`src/rtl/hzd_pkg.sv`:
```
// Package: shared encodings for the pipeline hazard controller.
// Assumes: a two-bit bypass select per ALU operand.
package hzd_pkg;

    localparam int FWD_W = 2;

    // Bypass source for one ALU operand of the instruction in execute.
    typedef enum logic [FWD_W-1:0] {
        FWD_RF  = 2'd0,   // value read from the register file in decode
        FWD_WB  = 2'd1,   // result held in the writeback-stage register
        FWD_RET = 2'd2    // result retired in the previous cycle
    } fwd_src_e;

endpackage

```
`src/rtl/hzd_fetch_ctl.sv`:
```
// Module: hzd_fetch_ctl
// Holds the fetch address. Advances it by one, holds it during a decode
// stall, or loads the branch target on a redirect.
// Assumes: redirect and hold never assert together.
module hzd_fetch_ctl #(
    parameter int PC_W = 8
) (
    input  logic            clk,
    input  logic            rst_n,
    input  logic            redirect,
    input  logic            hold,
    input  logic [PC_W-1:0] target,
    output logic [PC_W-1:0] pc
);

    // Fetch address register: redirect first, then hold, else sequential.
    always_ff @(posedge clk) begin
        if (!rst_n) begin
            pc <= '0;
        end else if (redirect) begin
            pc <= target;
        end else if (!hold) begin
            pc <= pc + PC_W'(1);
        end
    end


    seq_advance_chk: assert property (@(posedge clk) disable iff (!rst_n)
        (!redirect && !hold) |=> (pc == $past(pc) + PC_W'(1)));

endmodule

```
`src/rtl/hzd_branch_ctl.sv`:
```
// Module: hzd_branch_ctl
// Predict-not-taken control. A branch in decode stalls fetch and sends a
// bubble into decode. A taken branch in execute redirects fetch and
// discards the held fetch slot.
// Assumes: ex_taken is meaningful only while execute holds a valid branch.
module hzd_branch_ctl (
    input  logic clk,
    input  logic rst_n,
    input  logic id_valid,
    input  logic id_is_br,
    input  logic ex_valid,
    input  logic ex_is_br,
    input  logic ex_taken,
    output logic dec_stall,
    output logic redirect,
    output logic id_bubble
);

    // Stall and redirect decisions from the decode and execute stages.
    always_comb begin
        dec_stall = id_valid && id_is_br;
        redirect  = ex_valid && ex_is_br && ex_taken;
        id_bubble = dec_stall || redirect;
    end

    // the bubble behind a decoded branch keeps decode empty while it executes

    stall_redirect_excl_chk: assert property (@(posedge clk) disable iff (!rst_n)
        !(dec_stall && redirect));

endmodule

```
`src/rtl/hzd_fwd_unit.sv`:
```
// Module: hzd_fwd_unit
// Bypass select generation. Compares each decode-stage source with the
// execute-stage and writeback-stage destinations, then registers the
// select so it applies when the consumer reaches execute.
// Assumes: the decode stage never holds, so decode moves into execute each cycle.
module hzd_fwd_unit
    import hzd_pkg::*;
#(
    parameter int REG_W = 5,
    parameter int NSRC  = 2
) (
    input  logic                        clk,
    input  logic                        rst_n,
    input  logic                        id_valid,
    input  logic [NSRC-1:0][REG_W-1:0]  id_src,
    input  logic                        ex_valid,
    input  logic [REG_W-1:0]            ex_rd,
    input  logic                        wb_valid,
    input  logic [REG_W-1:0]            wb_rd,
    output logic [NSRC-1:0][FWD_W-1:0]  sel
);

    for (genvar g = 0; g < NSRC; g++) begin : g_src
        logic src_live;
        logic hit_ex;
        logic hit_wb;

        // Match terms: a non-zero source against the valid producers ahead.
        always_comb begin
            src_live = id_valid && (id_src[g] != '0);
            hit_ex   = src_live && ex_valid && (ex_rd == id_src[g]);
            hit_wb   = src_live && wb_valid && (wb_rd == id_src[g]);
        end

        // Select register: the younger (execute-stage) producer takes priority.
        always_ff @(posedge clk) begin
            if (!rst_n) begin
                sel[g] <= FWD_RF;
            end else if (hit_ex) begin
                sel[g] <= FWD_WB;
            end else if (hit_wb) begin
                sel[g] <= FWD_RET;
            end else begin
                sel[g] <= FWD_RF;
            end
        end


        bubble_no_fwd_chk: assert property (@(posedge clk) disable iff (!rst_n)
            !id_valid |=> (sel[g] == FWD_RF));
    end

endmodule

```
`src/rtl/hzd_pipe_ctl.sv`:
```
// Module: hzd_pipe_ctl (top)
// Hazard controller for an in-order fetch/decode/execute/writeback pipeline.
// Holds the per-stage descriptors and wires together fetch, branch and
// bypass control.
// Assumes: the fetched descriptor depends only on fetch_pc. ex_taken and
// ex_target are valid whenever execute holds a valid branch.
module hzd_pipe_ctl
    import hzd_pkg::*;
#(
    parameter int PC_W  = 8,
    parameter int REG_W = 5
) (
    input  logic             clk,
    input  logic             rst_n,
    input  logic             if_valid,
    input  logic             if_is_br,
    input  logic [REG_W-1:0] if_rs1,
    input  logic [REG_W-1:0] if_rs2,
    input  logic [REG_W-1:0] if_rd,
    input  logic             ex_taken,
    input  logic [PC_W-1:0]  ex_target,
    output logic [PC_W-1:0]  fetch_pc,
    output logic             redirect,
    output logic             dec_stall,
    output logic             id_bubble,
    output logic             ex_valid,
    output logic [PC_W-1:0]  ex_pc,
    output logic             ex_is_br,
    output logic [1:0]       fwd_a_sel,
    output logic [1:0]       fwd_b_sel,
    output logic             wb_valid,
    output logic [PC_W-1:0]  wb_pc,
    output logic [REG_W-1:0] wb_rd
);

    localparam int NSRC = 2;

    // Decode-stage descriptor.
    logic             id_valid;
    logic [PC_W-1:0]  id_pc;
    logic             id_is_br;
    logic [REG_W-1:0] id_rs1;
    logic [REG_W-1:0] id_rs2;
    logic [REG_W-1:0] id_rd;

    // Execute-stage descriptor beyond the outputs.
    logic [REG_W-1:0] ex_rs1;
    logic [REG_W-1:0] ex_rs2;
    logic [REG_W-1:0] ex_rd;

    logic [NSRC-1:0][REG_W-1:0] id_src;
    logic [NSRC-1:0][FWD_W-1:0] fwd_sel;

    hzd_fetch_ctl #(.PC_W(PC_W)) u_fetch (
        .clk      (clk),
        .rst_n    (rst_n),
        .redirect (redirect),
        .hold     (dec_stall),
        .target   (ex_target),
        .pc       (fetch_pc)
    );

    hzd_branch_ctl u_branch (
        .clk       (clk),
        .rst_n     (rst_n),
        .id_valid  (id_valid),
        .id_is_br  (id_is_br),
        .ex_valid  (ex_valid),
        .ex_is_br  (ex_is_br),
        .ex_taken  (ex_taken),
        .dec_stall (dec_stall),
        .redirect  (redirect),
        .id_bubble (id_bubble)
    );

    // Source list for the bypass unit: index 0 feeds operand A.
    always_comb begin
        id_src[0] = id_rs1;
        id_src[1] = id_rs2;
    end

    hzd_fwd_unit #(.REG_W(REG_W), .NSRC(NSRC)) u_fwd (
        .clk      (clk),
        .rst_n    (rst_n),
        .id_valid (id_valid),
        .id_src   (id_src),
        .ex_valid (ex_valid),
        .ex_rd    (ex_rd),
        .wb_valid (wb_valid),
        .wb_rd    (wb_rd),
        .sel      (fwd_sel)
    );

    // Expose the per-operand selects.
    always_comb begin
        fwd_a_sel = fwd_sel[0];
        fwd_b_sel = fwd_sel[1];
    end

    // Decode register: capture the fetched slot unless a bubble is due.
    always_ff @(posedge clk) begin
        if (!rst_n) begin
            id_valid <= 1'b0;
            id_pc    <= '0;
            id_is_br <= 1'b0;
            id_rs1   <= '0;
            id_rs2   <= '0;
            id_rd    <= '0;
        end else begin
            id_valid <= if_valid && !id_bubble;
            id_pc    <= fetch_pc;
            id_is_br <= if_is_br;
            id_rs1   <= if_rs1;
            id_rs2   <= if_rs2;
            id_rd    <= if_rd;
        end
    end

    // Execute register: decode always advances.
    always_ff @(posedge clk) begin
        if (!rst_n) begin
            ex_valid <= 1'b0;
            ex_pc    <= '0;
            ex_is_br <= 1'b0;
            ex_rs1   <= '0;
            ex_rs2   <= '0;
            ex_rd    <= '0;
        end else begin
            ex_valid <= id_valid;
            ex_pc    <= id_pc;
            ex_is_br <= id_is_br;
            ex_rs1   <= id_rs1;
            ex_rs2   <= id_rs2;
            ex_rd    <= id_rd;
        end
    end

    // Writeback register: execute always advances.
    always_ff @(posedge clk) begin
        if (!rst_n) begin
            wb_valid <= 1'b0;
            wb_pc    <= '0;
            wb_rd    <= '0;
        end else begin
            wb_valid <= ex_valid;
            wb_pc    <= ex_pc;
            wb_rd    <= ex_rd;
        end
    end


    id_advance_chk: assert property (@(posedge clk) disable iff (!rst_n)
        id_valid |=> (ex_valid && ex_pc == $past(id_pc)));


    ex_advance_chk: assert property (@(posedge clk) disable iff (!rst_n)
        ex_valid |=> (wb_valid && wb_pc == $past(ex_pc)));


    stall_hold_chk: assert property (@(posedge clk) disable iff (!rst_n)
        dec_stall |=> (!id_valid && fetch_pc == $past(fetch_pc)));


    redirect_target_chk: assert property (@(posedge clk) disable iff (!rst_n)
        redirect |=> (!id_valid && fetch_pc == $past(ex_target)));


    nt_release_chk: assert property (@(posedge clk) disable iff (!rst_n)
        (ex_valid && ex_is_br && !ex_taken) |=> (id_valid == $past(if_valid)));


    fwd_a_src_chk: assert property (@(posedge clk) disable iff (!rst_n)
        (fwd_a_sel == FWD_WB) |-> (wb_valid && wb_rd == ex_rs1));


    fwd_b_src_chk: assert property (@(posedge clk) disable iff (!rst_n)
        (fwd_b_sel == FWD_WB) |-> (wb_valid && wb_rd == ex_rs2));


    r0_no_fwd_chk: assert property (@(posedge clk) disable iff (!rst_n)
        ((ex_rs1 == '0) |-> (fwd_a_sel == FWD_RF)) and
        ((ex_rs2 == '0) |-> (fwd_b_sel == FWD_RF)));

endmodule

```
`config.mk`:
```
export PLATFORM = sky130hd
export DESIGN_NAME = hzd_pipe_ctl
export DESIGN_NICKNAME = d
export VERILOG_FILES = /design/src/rtl/hzd_pkg.sv /design/src/rtl/hzd_fetch_ctl.sv /design/src/rtl/hzd_branch_ctl.sv /design/src/rtl/hzd_fwd_unit.sv /design/src/rtl/hzd_pipe_ctl.sv
export SDC_FILE = /design/constraint.sdc
export NUM_CORES = 1
export LEC_CHECK = 0
export BUFFER_PORTS_ARGS = -buffer_cell sky130_fd_sc_hd__buf_4
export CORE_UTILIZATION = 30
export CTS_CLUSTER_SIZE = 40
export DETAILED_ROUTE_END_ITERATION = 8
export GPL_TIMING_DRIVEN = 0
export PLACE_DENSITY = 0.53
export SLEW_MARGIN = 40
export SYNTH_ARGS = -nofsm -noshare
export SYNTH_HDL_FRONTEND = slang
export SYNTH_SLANG_ARGS = --single-unit
```
`constraint.sdc`:
```
create_clock -name clk -period 2 [get_ports clk]
set_clock_uncertainty 0.2 [all_clocks]
set_input_delay 0.1 -clock clk [delete_from_list [all_inputs] [get_ports clk]]
set_output_delay 0.1 -clock clk [all_outputs]
set_load 0.02 [all_outputs]
```
==> flow_metrics.env <==
export IMPL_period_minus_slack_ns=1.84
export IMPL_max_cap_viol_count=0
export IMPL_ioPinCount=67
export IMPL_avgViaCountPerCell=4.14
export IMPL_yosysSeqAreaShare=0.585
export IMPL_place_area_mm2=0.00287
export IMPL_cts_tree="yes"
export IMPL_drt_iter0_markers=30
export IMPL_cts_root_buf="clkbuf_8"
export IMPL_grt_first_pass_wirelength_mm=8.11
export IMPL_cts_reportedPaths_clkPinSlew_ns=0.06
export IMPL_start_util=0.311
export IMPL_drt_total_wl_mm=4.94
export IMPL_crit_fanout=10
export IMPL_core_area_mm2=0.00725
export IMPL_ir_worst_vdd_mv=0.330
export IMPL_place_port_buffers=65
export IMPL_finalHoldViolCount=0
export IMPL_wl_per_cell_um=11.9
export IMPL_synth_cells=207
export IMPL_drc=0
export IMPL_critPathTopFamily="flip-flops"
export IMPL_drt_first_pass_iters=4
export IMPL_drive_above_1_share=0.287
export IMPL_grt_max_degree=11
export IMPL_period_share=0.922
export IMPL_timing_slew_headroom=0.664
export IMPL_cp_required_ns=1.70
export IMPL_p_leak_nw=1.46
export IMPL_slew_violations=0
export IMPL_min_path_type="in -> reg"
export IMPL_rsz0062_at_grt="false"
export IMPL_cts_buffers=9
export IMPL_p_per_area_mw_per_mm2=844
export IMPL_syn_nets=236
export IMPL_track_usage=0.143
export IMPL_die_h_um=88.7
export IMPL_syn2layout_area_growth_pct=49.1
export IMPL_synth_seq_cells=66
export IMPL_path_cells="nand3_2 > clkbuf_2 > nand2_1 > buf_4"
export IMPL_tns_ns=0
export IMPL_grt_pass1_vias=1757
export IMPL_setup_viol=0
export IMPL_gp_congestion=0.780
export IMPL_cpMaxStageDelayCell="dfxtp_1"
export IMPL_fmax_mhz=542
export IMPL_start_kind="flop"
export IMPL_synth_main_ff_cell="dfxtp_1"
export IMPL_die_area_mm2=0.00787
export IMPL_vias=1708
export IMPL_diodes=0
export IMPL_ys_warn_count=0
export IMPL_worstMarginPinSlew_ns=0.499
export IMPL_antenna_found_initial=0
export IMPL_final_common_cell="dfxtp_1"
export IMPL_crit_path_max_incr_delay_ns=0.44
export IMPL_end_kind="output pin"
export IMPL_syn_area_mm2=0.00226
export IMPL_crit_arrival_ns=1.54
export IMPL_clock_sinks=66
export IMPL_overflow=0
export IMPL_path_buf_inv=2
export IMPL_syn_area_per_cell_um2=10.9
export IMPL_final_cell_mix="66 x dfxtp_1, 65 x buf_4, 54 x and2_1"
export IMPL_cts_max_level=3
export IMPL_yosys_cell_types_count=25
export IMPL_clk_latency_ns=0.33
export IMPL_cts_buffer_depth=2
export IMPL_nets=340
export IMPL_fin_area_mm2=0.00336
export IMPL_place_hpwl_mm=3.47
export IMPL_async_flop_share=0
export IMPL_drtAntennaViolNets=0
export IMPL_run_status="finished, final reports clean"
export IMPL_path_class="reg -> out"
export IMPL_fp_dieW_um=88.7
export IMPL_row_count=31
export IMPL_synth_edf_count=0
[per-stage QoR]
stage | power [mW] | setup WS (ns) | hold slack [ns] | cells | util
6_report | 2.84 | 0.156 | 0.0748 | 413 | 0.464
4_1_cts | 2.88 | 0.121 | 0.0724 | 413 | 0.464
3_3_place_gp | 1.64 | 0.246 | 0.112 | 371 | 0.396
3_5_place_dp | 1.64 | 0.245 | 0.113 | 371 | 0.396
2_1_floorplan | 1.54 | 0.328 | 0.0227 | 207 | -
5_1_grt | 2.98 | 0.0268 | 0.0837 | 413 | 0.464
[worst paths after layout]
path,slack (ns),to,startpoint,cells after the start
min,0.07,ex_valid$_SDFF_PN0_,rst_n,2
max reg2reg,0.19,u_fetch.pc[7]$_SDFFE_PN0P_,ex_valid$_SDFF_PN0_,4
min reg2reg,0.23,ex_rd[4]$_SDFF_PN0_,id_rd[4]$_SDFF_PN0_,1
max,0.16,id_bubble,ex_valid$_SDFF_PN0_,4
[worst reg2reg max path, delay by kind of cell (launching register included)]
family	cells	cell delay (ns)
buffers and inverters	1	0.57
DFF	1	0.44
AOI/OAI and AO/OA	2	0.25
and+or+nand+nor	1	0.23
[cell usage after synthesis (4+ instances only)]
master | count | area (um2)
xor2_1 | 6 | 52.6
xnor2_1 | 20 | 175
o21ai_0 | 6 | 30.0
clkbuf_1 | 8 | 30.0
a21oi_1 | 4 | 20.0
and2_1 | 54 | 338
nand3_1 | 7 | 35.0
nand4_1 | 6 | 37.5
nand2_1 | 8 | 30.0
dfxtp_1 | 66 | 1320
[final cells by class]
class	instances	area, um2
flip-flops and latches	66	1320
fillers	717	3890
inverters	2	7.51
repair buffers	93	768
clock buffers	11	141
clock inverters	3	65.1
multi-input cells	131	906
well taps	99	124
plain buffers	8	31.3
[what timing repair did]
action                                  in CTS  in global routing
hold buffers                                28                  0
endpoints found under the setup margin       1                  1
setup buffers                                0                  0
resized for setup                            2                  1
hold endpoints to repair                    25                  0
[per-layer routing]
layer | GRT usage | share of wire
met4 | 0.0748 | 0.020
met3 | 0.0401 | 0.040
met1 | 0.162 | 0.44
met5 | 0 | 0
met2 | 0.244 | 0.50
[where the power goes]
group          switching, mW  internal, mW
sequential            0.0434          1.36
clock                  0.465         0.721
combinational         0.0992         0.153
[logic make-up after synthesis]
kind of cell	synth area share
AND/OR/NAND/NOR	0.250
flip-flops	0.585
XOR/XNOR	0.101
AO/OA/AOI/OAI	0.0371
buffers and inverters	0.0166
multiplexers	0.00443
adder cells (fa/ha/maj)	0.00554
[state kept, by name (all words and copies together), names as in the netlist]
| name | cells |
|---|---|
| ex_pc | 8 |
| id_pc | 8 |
| u_fetch.pc | 8 |
| wb_pc | 8 |
| ex_rd | 5 |
| id_rd | 5 |
| id_rs1 | 5 |
| id_rs2 | 5 |
| wb_rd | 5 |
| u_fwd.sel | 4 |
| ex_is_br | 1 |
| ex_valid | 1 |
| id_is_br | 1 |
| id_valid | 1 |
| wb_valid | 1 |
Note: power is estimated with default switching activity, not from simulation.
